**config.mk**
```make
export PLATFORM = sky130hd
export DESIGN_NAME = sclk_rate_gen
export DESIGN_NICKNAME = d
export VERILOG_FILES = /design/src/rtl/sclk_pkg.sv /design/src/rtl/sclk_cfg_regs.sv /design/src/rtl/sclk_prescaler.sv /design/src/rtl/sclk_half_counter.sv /design/src/rtl/sclk_rate_gen.sv
export SDC_FILE = /design/constraint.sdc
export NUM_CORES = 1
export LEC_CHECK = 0
export BUFFER_PORTS_ARGS = -buffer_cell sky130_fd_sc_hd__buf_2
export CORE_ASPECT_RATIO = 0.6
export CORE_MARGIN = 3
export CORE_UTILIZATION = 62
export CTS_CLUSTER_SIZE = 10
export DETAILED_ROUTE_END_ITERATION = 8
export PLACE_DENSITY = 0.95
export RECOVER_POWER = 100
export SETUP_SLACK_MARGIN = 0.05
export SKIP_LAST_GASP = 1
export SLEW_MARGIN = 25
export SYNTH_ARGS = -nofsm -noshare
export SYNTH_HDL_FRONTEND = slang
export SYNTH_HIERARCHICAL = 1
export SYNTH_SLANG_ARGS = --single-unit
export TNS_END_PERCENT = 1
```
**constraint.sdc**
```tcl
create_clock -name clk -period 5.3 [get_ports clk]
set_input_delay 0.265 -clock clk [delete_from_list [all_inputs] [get_ports clk]]
set_output_delay 0.265 -clock clk [all_outputs]
set_load 0.03 [all_outputs]
```
**src/rtl/sclk_pkg.sv**
```systemverilog
package sclk_pkg;

    localparam int MODE_W        = 2;
    localparam int DIV_W         = 8;
    localparam int CTRL_W        = 4;
    localparam int CTRL_RUN_BIT  = 0;
    localparam int CTRL_MODE_LSB = 1;
    localparam int CTRL_FILT_BIT = 3;

    // rate setting carried between the register stage and the counters
    typedef struct packed {
        logic [MODE_W-1:0] mode;
        logic              filt;
        logic [DIV_W-1:0]  div;
    } rate_cfg_t;

    typedef enum logic {
        LVL_LOW  = 1'b0,
        LVL_HIGH = 1'b1
    } lvl_e;

    // prescale factor: 2^(log_max - mode)
    function automatic int unsigned prescale_of(input logic [MODE_W-1:0] m,
                                                input int unsigned log_max);
        return 32'd1 << (log_max - int'(m));
    endfunction

    // half-period length in prescaled ticks
    function automatic int unsigned half_of(input rate_cfg_t c,
                                            input int unsigned offset,
                                            input int unsigned step);
        return int'(c.div) + offset + step * int'(c.filt);
    endfunction

endpackage

```
**src/rtl/sclk_cfg_regs.sv**
```systemverilog
module sclk_cfg_regs
    import sclk_pkg::*;
(
    input  logic              clk,
    input  logic              rst,
    input  logic              wr_ctrl,
    input  logic [CTRL_W-1:0] ctrl_wdata,
    input  logic              wr_div,
    input  logic [DIV_W-1:0]  div_wdata,
    input  logic              swap,
    output logic              run,
    output rate_cfg_t         active
);

    logic      run_q;
    rate_cfg_t staged_q;
    rate_cfg_t staged_nx;
    rate_cfg_t active_q;

    // staged copy including any write of this cycle (forwarded at a swap)
    always_comb begin
        staged_nx = staged_q;
        if (wr_ctrl) begin
            staged_nx.mode = ctrl_wdata[CTRL_MODE_LSB +: MODE_W];
            staged_nx.filt = ctrl_wdata[CTRL_FILT_BIT];
        end
        if (wr_div) begin
            staged_nx.div = div_wdata;
        end
    end

    always_ff @(posedge clk) begin
        if (rst) begin
            run_q    <= 1'b0;
            staged_q <= '0;
            active_q <= '0;
        end else begin
            staged_q <= staged_nx;
            if (wr_ctrl) begin
                run_q <= ctrl_wdata[CTRL_RUN_BIT];
            end
            // idle: follow staged directly; running: only at a boundary
            if (!run_q || swap) begin
                active_q <= staged_nx;
            end
        end
    end

    assign run    = run_q;
    assign active = active_q;

endmodule

```
**src/rtl/sclk_prescaler.sv**
```systemverilog
module sclk_prescaler
    import sclk_pkg::*;
#(
    parameter int PRE_LOG_MAX = 5
) (
    input  logic              clk,
    input  logic              rst,
    input  logic              run,
    input  logic [MODE_W-1:0] mode,
    output logic              pre_tick
);

    localparam int PRE_W = PRE_LOG_MAX;

    logic [PRE_W-1:0] cnt_q;
    logic [PRE_W-1:0] last;

    assign last     = PRE_W'(prescale_of(mode, PRE_LOG_MAX) - 1);
    assign pre_tick = run && (cnt_q == last);

    always_ff @(posedge clk) begin
        if (rst || !run) begin
            cnt_q <= '0;
        end else if (pre_tick) begin
            cnt_q <= '0;
        end else begin
            cnt_q <= cnt_q + 1'b1;
        end
    end

endmodule

```
**src/rtl/sclk_half_counter.sv**
```systemverilog
module sclk_half_counter
    import sclk_pkg::*;
#(
    parameter int HALF_W    = 9,
    parameter int OFFSET    = 3,
    parameter int FILT_STEP = 2
) (
    input  logic      clk,
    input  logic      rst,
    input  logic      run,
    input  logic      pre_tick,
    input  rate_cfg_t cfg,
    output logic      phase_tick,
    output logic      scl_en,
    output logic      scl_level
);

    logic [HALF_W-1:0] cnt_q;
    logic [HALF_W-1:0] last;
    lvl_e              lvl_q;
    logic              tc;

    assign last = HALF_W'(half_of(cfg, OFFSET, FILT_STEP) - 1);
    assign tc   = pre_tick && (cnt_q == last);

    always_ff @(posedge clk) begin
        if (rst || !run) begin
            cnt_q <= '0;
            lvl_q <= LVL_HIGH;
        end else if (pre_tick) begin
            if (tc) begin
                cnt_q <= '0;
                lvl_q <= (lvl_q == LVL_HIGH) ? LVL_LOW : LVL_HIGH;
            end else begin
                cnt_q <= cnt_q + 1'b1;
            end
        end
    end

    assign phase_tick = tc;
    assign scl_en     = tc && (lvl_q == LVL_LOW);
    assign scl_level  = run ? lvl_q : 1'b1;

endmodule

```
**src/rtl/sclk_rate_gen.sv**
```systemverilog
module sclk_rate_gen
    import sclk_pkg::*;
#(
    parameter int PRE_LOG_MAX = 5,
    parameter int OFFSET      = 3,
    parameter int FILT_STEP   = 2
) (
    input  logic              clk,
    input  logic              rst,
    input  logic              wr_ctrl,
    input  logic [CTRL_W-1:0] ctrl_wdata,
    input  logic              wr_div,
    input  logic [DIV_W-1:0]  div_wdata,
    output logic              phase_tick,
    output logic              scl_en,
    output logic              scl_level
);

    localparam int HALF_W = $clog2((1 << DIV_W) + OFFSET + FILT_STEP);

    logic      run;
    logic      pre_tick;
    rate_cfg_t active;

    sclk_cfg_regs u_regs (
        .clk        (clk),
        .rst        (rst),
        .wr_ctrl    (wr_ctrl),
        .ctrl_wdata (ctrl_wdata),
        .wr_div     (wr_div),
        .div_wdata  (div_wdata),
        .swap       (phase_tick),
        .run        (run),
        .active     (active)
    );

    sclk_prescaler #(
        .PRE_LOG_MAX (PRE_LOG_MAX)
    ) u_pre (
        .clk      (clk),
        .rst      (rst),
        .run      (run),
        .mode     (active.mode),
        .pre_tick (pre_tick)
    );

    sclk_half_counter #(
        .HALF_W    (HALF_W),
        .OFFSET    (OFFSET),
        .FILT_STEP (FILT_STEP)
    ) u_half (
        .clk        (clk),
        .rst        (rst),
        .run        (run),
        .pre_tick   (pre_tick),
        .cfg        (active),
        .phase_tick (phase_tick),
        .scl_en     (scl_en),
        .scl_level  (scl_level)
    );

endmodule

```
==> results_dict.tcl, run 1 <==
set metrics [dict create \
    status "finished clean" \
    synth_area_leaders "dfxtp_1 (39%), mux2i_1 (6.7%), a211oi_2 (6.4%)" \
    syn_to_final_growth_pct 4.11 \
    num-nets-final 232 \
    cp.arrival_ns 3.92 \
    ys.flop_type "dfxtp_1" \
    grt_pass1_wl_mm 6.38 \
    required_ns 5.04 \
    synth_seq_cells 38 \
    fmax_ghz 0.239 \
    synth-edff-count 0 \
    path_cells "nand2_1 > a221oi_1 > and2_0 > nand4_1 > a311oi_4 > clkbuf_1 > nor2b_1 > clkbuf_1" \
    die_w_um 78.4 \
    ys_async_sr_fraction_pct 0 \
    first_pass_iters 4 \
    slowest_delay_ns 0.63 \
    rr_endpoint "u_half/lvl_q" \
    avgSynthCellArea_um2 9.99 \
    post-synth-top-area-fraction_pct 39.0 \
    endpoint_kind "primary output" \
    relSlewSlack_pct 51.2 \
    yosys.area.top_type "dfxtp_1" \
    synth_top_family_by_area "simple AND/OR/NAND/NOR gates" \
    design.die.area_mm2 0.00387 \
    routed_wl_mm 3.73 \
    criticalPathCategory "reg2out" \
    synth_cell_types 37 \
    setup_violations 0 \
    dp_hpwl_mm 2.53 \
    fin_hold_ws_ns 0.225 \
    syn_area_mm2 0.00195 \
    finalHoldViolCount 0 \
    reg2reg_setup_slack_ns 1.87 \
    post-route-util_pct 69.3 \
    hold_path.class "in2reg" \
    std_cell_rows 15 \
    cts_hold_buf 0 \
    cts_root_buf "clkbuf_8" \
    drv_cap 0 \
    io_buffers 18 \
    cts_sinks 38 \
    final.setup.tns_ns 0 \
    synth-compound-area-share_pct 15.9 \
    synthXorXnorAreaFrac_pct 8.54 \
    most-common-layout-cells "dfxtp_1 (38), nor2_1 (16), buf_2 (14), a211oi_1 (14), mux2i_1 (13)" \
    antenna_found_initial 0 \
    cts.htree.levels 2 \
    grt_start_max_net_pins 27 \
    ys_seq_area_share_pct 39.0 \
    synthSimpleGateAreaFrac_pct 20.6 \
    via_count 1431 \
    wl_per_cell_um 14.8 \
    first_global_vias 1334 \
    post-route-period-util_pct 79.0 \
    layout_commonest_cell "dfxtp_1" \
    cts_buffers 5 \
    core-area_mm2 0.00293 \
    synth_nets 217 \
    startpoint_type "flop" \
    drt_iter0_drc 111 \
    p_total_mw 0.543 \
    cts.reportedPaths.clkPinSlew_ns 0.06 \
    die_h_um 49.4 \
    netlist_instances 195 \
    critical-path-slowest-cell "dfxtp_1" \
    power.density_mw_per_mm2 268 \
    r2r_start "u_regs/run" \
    cts_resized 0 \
    crit_top_cell "clkbuf_1" \
    n_antenna_cell 0 \
    ff2ff_path_depth 7 \
    slew_viol_final 0 \
    fillers 225 \
    postRouteAntennaNets 0 \
    synthAdderAreaFrac_pct 3.85 \
    place_congestion 0.837 \
    p_leak_nw 0.773 \
    synth_mux_area_share_pct 6.68 \
    cts_setup_buffers 0 \
    grtUsageTotal_pct 21.0 \
    ir_drop_mv 0.222 \
    ctsLongestPathBuffers 2 \
    overflow 0 \
    drive_gt1_share_pct 11.4 \
    postPlaceCellArea_mm2 0.00202 \
    rsz0062_at_grt "false" \
    critPathCapture "scl_en" \
    drc_errors 0 \
    ys_warn_count 6 \
    clkLatencyLatePin_ns 0.28 \
    startpoint "u_regs/run" \
    initial_core_util_pct 66.5 \
    skew_ns 0.00451 \
    min_period_ns 4.19 \
    worst_pin_slew_ns 0.732 \
    viasPerCell 5.68 \
    cts_tree "done" \
    stdcell_area_mm2 0.00203 \
    ios 19 \
    critPathMaxFanout 18 \
]
==> power breakdown <==
part           internal (mW)  switching, mW  total, mW
combinational         0.0249         0.0286     0.0536
sequential             0.298         0.0111      0.309
clock                 0.0904         0.0899      0.180
total                  0.413          0.130      0.543
==> cell families (layout without fill, tap and decap cells) <==
kind of cell             Yosys count  in the layout
AO/OA/AOI/OAI                     29             29
XOR/XNOR                          19             19
adder cells (fa/ha/maj)            6              6
buffers and inverters             18             33
flip-flops                        38             38
multiplexers                      13             13
AND/OR/NAND/NOR                   72             72
==> per-layer routing <==
layer / GRT usage (%) / routed length [um] / vias up / part of all wire [%]
li1: - / - / 728 / -
met1: 29.4 / 1850 / 656 / 50
met2: 31.3 / 1640 / 42 / 44
met3: 4.98 / 202 / 5 / 5.4
met4: 7.85 / 40 / 0 / 1.1
met5: 0 / 0 / - / 0
==> layout make-up <==
| class | count | area, um2 | area share [%] |
|---|---|---|---|
| timing repair buffer | 19 | 88.8 | 4.38 |
| tap | 42 | 52.6 | 2.59 |
| clock buffer | 7 | 76.3 | 3.76 |
| sequential | 38 | 761 | 37.5 |
| inverter | 7 | 26.3 | 1.30 |
| multi-input combinational | 139 | 1020 | 50.5 |
==> state kept, by name (all words and copies together), names as in the netlist <==
signal           count
u_half/cnt_q         9
u_regs/active       11
u_regs/staged_q     11
u_regs/run           1
u_pre/cnt_q          5
u_half/lvl_q         1
==> critical path: cells and delay by family, from the launching register on <==
family / cells / cell delay (ns)
AOI/OAI and AO/OA: 2 / 1.22
and+or+nand+nor: 4 / 0.99
buffers and inverters: 2 / 0.81
DFF: 1 / 0.63
==> synthesized netlist by cell type (2+ instances only) <==
cell type	instances
and2_1	2
inv_1	7
nand4_1	5
dfxtp_1	38
buf_6	4
nand3_1	6
xnor2_1	8
nand2_1	6
ha_1	6
xor2_1	11
and3_1	2
o21ai_0	2
mux2i_1	13
a21oi_1	2
a211oi_2	10
buf_2	4
nor2b_1	2
nand3b_1	4
nor3b_1	11
nor2_1	16
a211oi_1	6
nand2b_1	6
or3_1	3
nor3_1	8
==> stage by stage <==
stage          std cells  setup slack [ns]
6_report             252              1.11
5_1_grt              252             0.698
4_1_cts              252              1.59
3_5_place_dp         245              1.97
3_3_place_gp         245              2.13
2_1_floorplan        195              2.50
==> worst min path at each step <==
stage                               from           endpoint  slack [ns]  depth (start not counted)
after detailed placement  u_pre/cnt_q[0]     u_pre/cnt_q[0]        0.49                          1
final                      ctrl_wdata[0]         u_regs/run        0.23                          3
after floorplan                      rst  u_regs/active[10]        0.33                          1
after CTS                  ctrl_wdata[0]         u_regs/run        0.22                          3
after global placement    u_pre/cnt_q[0]     u_pre/cnt_q[0]        0.47                          1
after global routing       ctrl_wdata[0]         u_regs/run        0.23                          3
Note: power is estimated with default switching activity, not from simulation.
==> run 2, diff against run 1 <==
- CORE_UTILIZATION: 62 -> 58
- PLACE_DENSITY: 0.95 -> 0.9
- clock period: 5.3 -> 3.94 ns (I/O delays scaled with it)
==> run 2 against run 1 <==
  * Cell area is 1.7% higher
  * Sequential power increased by 35%
  * Non-clock buffer count is 1 higher
  * Global-route usage fell by 0.16 points
  * Combinational power up 33%
  * Count of clock-buffer cells in the layout did not move
  * Largest cell class unchanged
  * Wire length up 1.8%
  * Die area increased by 6.2%
  * Sequential share of layout area decreased by 0.64 points
  * Clock skew barely moved
  * Power increased by 40%
  * Flip-flop and latch count stayed put
  * Critical path type unchanged
  * Largest power group unchanged
==> results_dict.tcl, run 2 (synthesized netlist as in run 1, its figures left out) <==
set metrics [dict create \
    first_global_vias 1382 \
    critPathMaxFanout 13 \
    die_w_um 80.8 \
    grt_start_max_net_pins 27 \
    grtUsageTotal_pct 20.8 \
    final.setup.tns_ns 0 \
    wl_per_cell_um 14.9 \
    cts_tree "done" \
    ctsLongestPathBuffers 2 \
    hold_start "ctrl_wdata[0]" \
    drive_gt1_share_pct 13.2 \
    num-nets-final 233 \
    die_h_um 50.9 \
    fmax_ghz 0.284 \
    viasPerCell 5.69 \
    grt_pass1_wl_mm 6.47 \
    holdPathStages 3 \
    cts.htree.levels 2 \
    via_count 1444 \
    cts_sinks 38 \
    cts.reportedPaths.clkPinSlew_ns 0.07 \
    dp_hpwl_mm 2.61 \
    cts_hold_buf 0 \
    antenna_found_initial 0 \
    worst_pin_slew_ns 0.570 \
    rsz0062_at_grt "false" \
    p_leak_nw 0.795 \
    drt_iter0_drc 134 \
    slew_viol_final 0 \
    core-area_mm2 0.00304 \
    fillers 245 \
    min_period_ns 3.52 \
    ir_drop_mv 0.241 \
    n_antenna_cell 0 \
    startpoint "u_regs/active[1]" \
    critPathCapture "scl_en" \
    ff2ff_path_depth 12 \
    cts_buffers 5 \
    design.die.area_mm2 0.00411 \
    syn_to_final_growth_pct 5.91 \
    criticalPathCategory "reg2out" \
    cp.arrival_ns 3.32 \
    rr_endpoint "u_regs/active[5]" \
    most-common-layout-cells "dfxtp_1 (38), nor2_1 (16), a211oi_1 (16)" \
    relSlewSlack_pct 61.9 \
    reg2reg_setup_slack_ns 0.90 \
    io_buffers 18 \
    drv_cap 0 \
    power.density_mw_per_mm2 369 \
    routed_wl_mm 3.80 \
    initial_core_util_pct 64.1 \
    postRouteAntennaNets 0 \
    ios 19 \
    cts_resized 0 \
    finalHoldViolCount 0 \
    endpoint_kind "primary output" \
    place_congestion 0.774 \
    cts_setup_buffers 0 \
    cts_root_buf "clkbuf_8" \
    setup_violations 0 \
    overflow 0 \
    status "finished clean" \
    layout_commonest_cell "dfxtp_1" \
    fin_hold_ws_ns 0.169 \
    drc_errors 0 \
    required_ns 3.74 \
    first_pass_iters 4 \
    skew_ns 0.00443 \
    std_cell_rows 15 \
    hold_path.class "in2reg" \
    clkLatencyLatePin_ns 0.29 \
    post-route-period-util_pct 89.3 \
    r2r_start "u_regs/active[1]" \
    startpoint_type "flop" \
]
[run 2: power by group]
group / internal (mW) / leakage, nW / total (mW) / switching (mW)
Combinational: 0.0332 / 0.435 / 0.0712 / 0.0381
Clock: 0.141 / 0.0482 / 0.274 / 0.133
Sequential: 0.401 / 0.311 / 0.417 / 0.0161
[run 2: cell type report]
type / instances / area (um2) / share of cell area [%]
multi-input cells: 139 / 1030 / 50.0
well taps: 42 / 52.6 / 2.55
inverters: 7 / 26.3 / 1.27
repair buffers: 20 / 101 / 4.91
clock buffers: 7 / 86.3 / 4.18
clock inverters: 1 / 5.00 / 0.243
flip-flops and latches: 38 / 761 / 36.9
[run 2: worst min-delay path by stage]
stage	end	slack, ns
after floorplan	u_regs/active[10]	0.26
after global placement	u_regs/run	0.46
after detailed placement	u_regs/run	0.47
after CTS	u_regs/run	0.16
after global routing	u_regs/staged_q[7]	0.20
final	u_regs/run	0.17
[run 2: per-stage QoR]
| step | instance area [um2] | instances | setup WS [ns] | util (%) | power, mW |
|---|---|---|---|---|---|
| after detailed placement | 2030 | 246 | 0.828 | 66.6 | 0.502 |
| after floorplan | 1950 | 195 | 1.18 | - | 0.483 |
| after global placement | 2030 | 246 | 0.930 | 66.6 | 0.499 |
| after CTS | 2120 | 254 | 0.540 | 69.6 | 0.775 |
| final | 2060 | 254 | 0.422 | 67.9 | 0.762 |
| after global routing | 2060 | 254 | 0.226 | 67.9 | 0.793 |
[run 2: critical path: stages (launching register included)]
cell	delay [ns]
dfxtp_1	0.34
inv_1	0.05
ha_1	0.19
inv_1	0.05
ha_1	0.19
ha_1	0.34
xor2_1	0.11
or3_1	0.32
a211o_1	0.33
a311oi_4	0.21
buf_4	0.23
buf_4	0.21
nor2b_1	0.14
clkbuf_1	0.31
[run 2: layer usage]
layer / vias up / track usage [%] / share of wire, %
li1: 724 / - / -
met1: 672 / 29.2 / 51
met2: 46 / 30.4 / 42
met3: 2 / 5.28 / 6.2
met4: 0 / 8.43 / 0.37
met5: - / 0 / 0
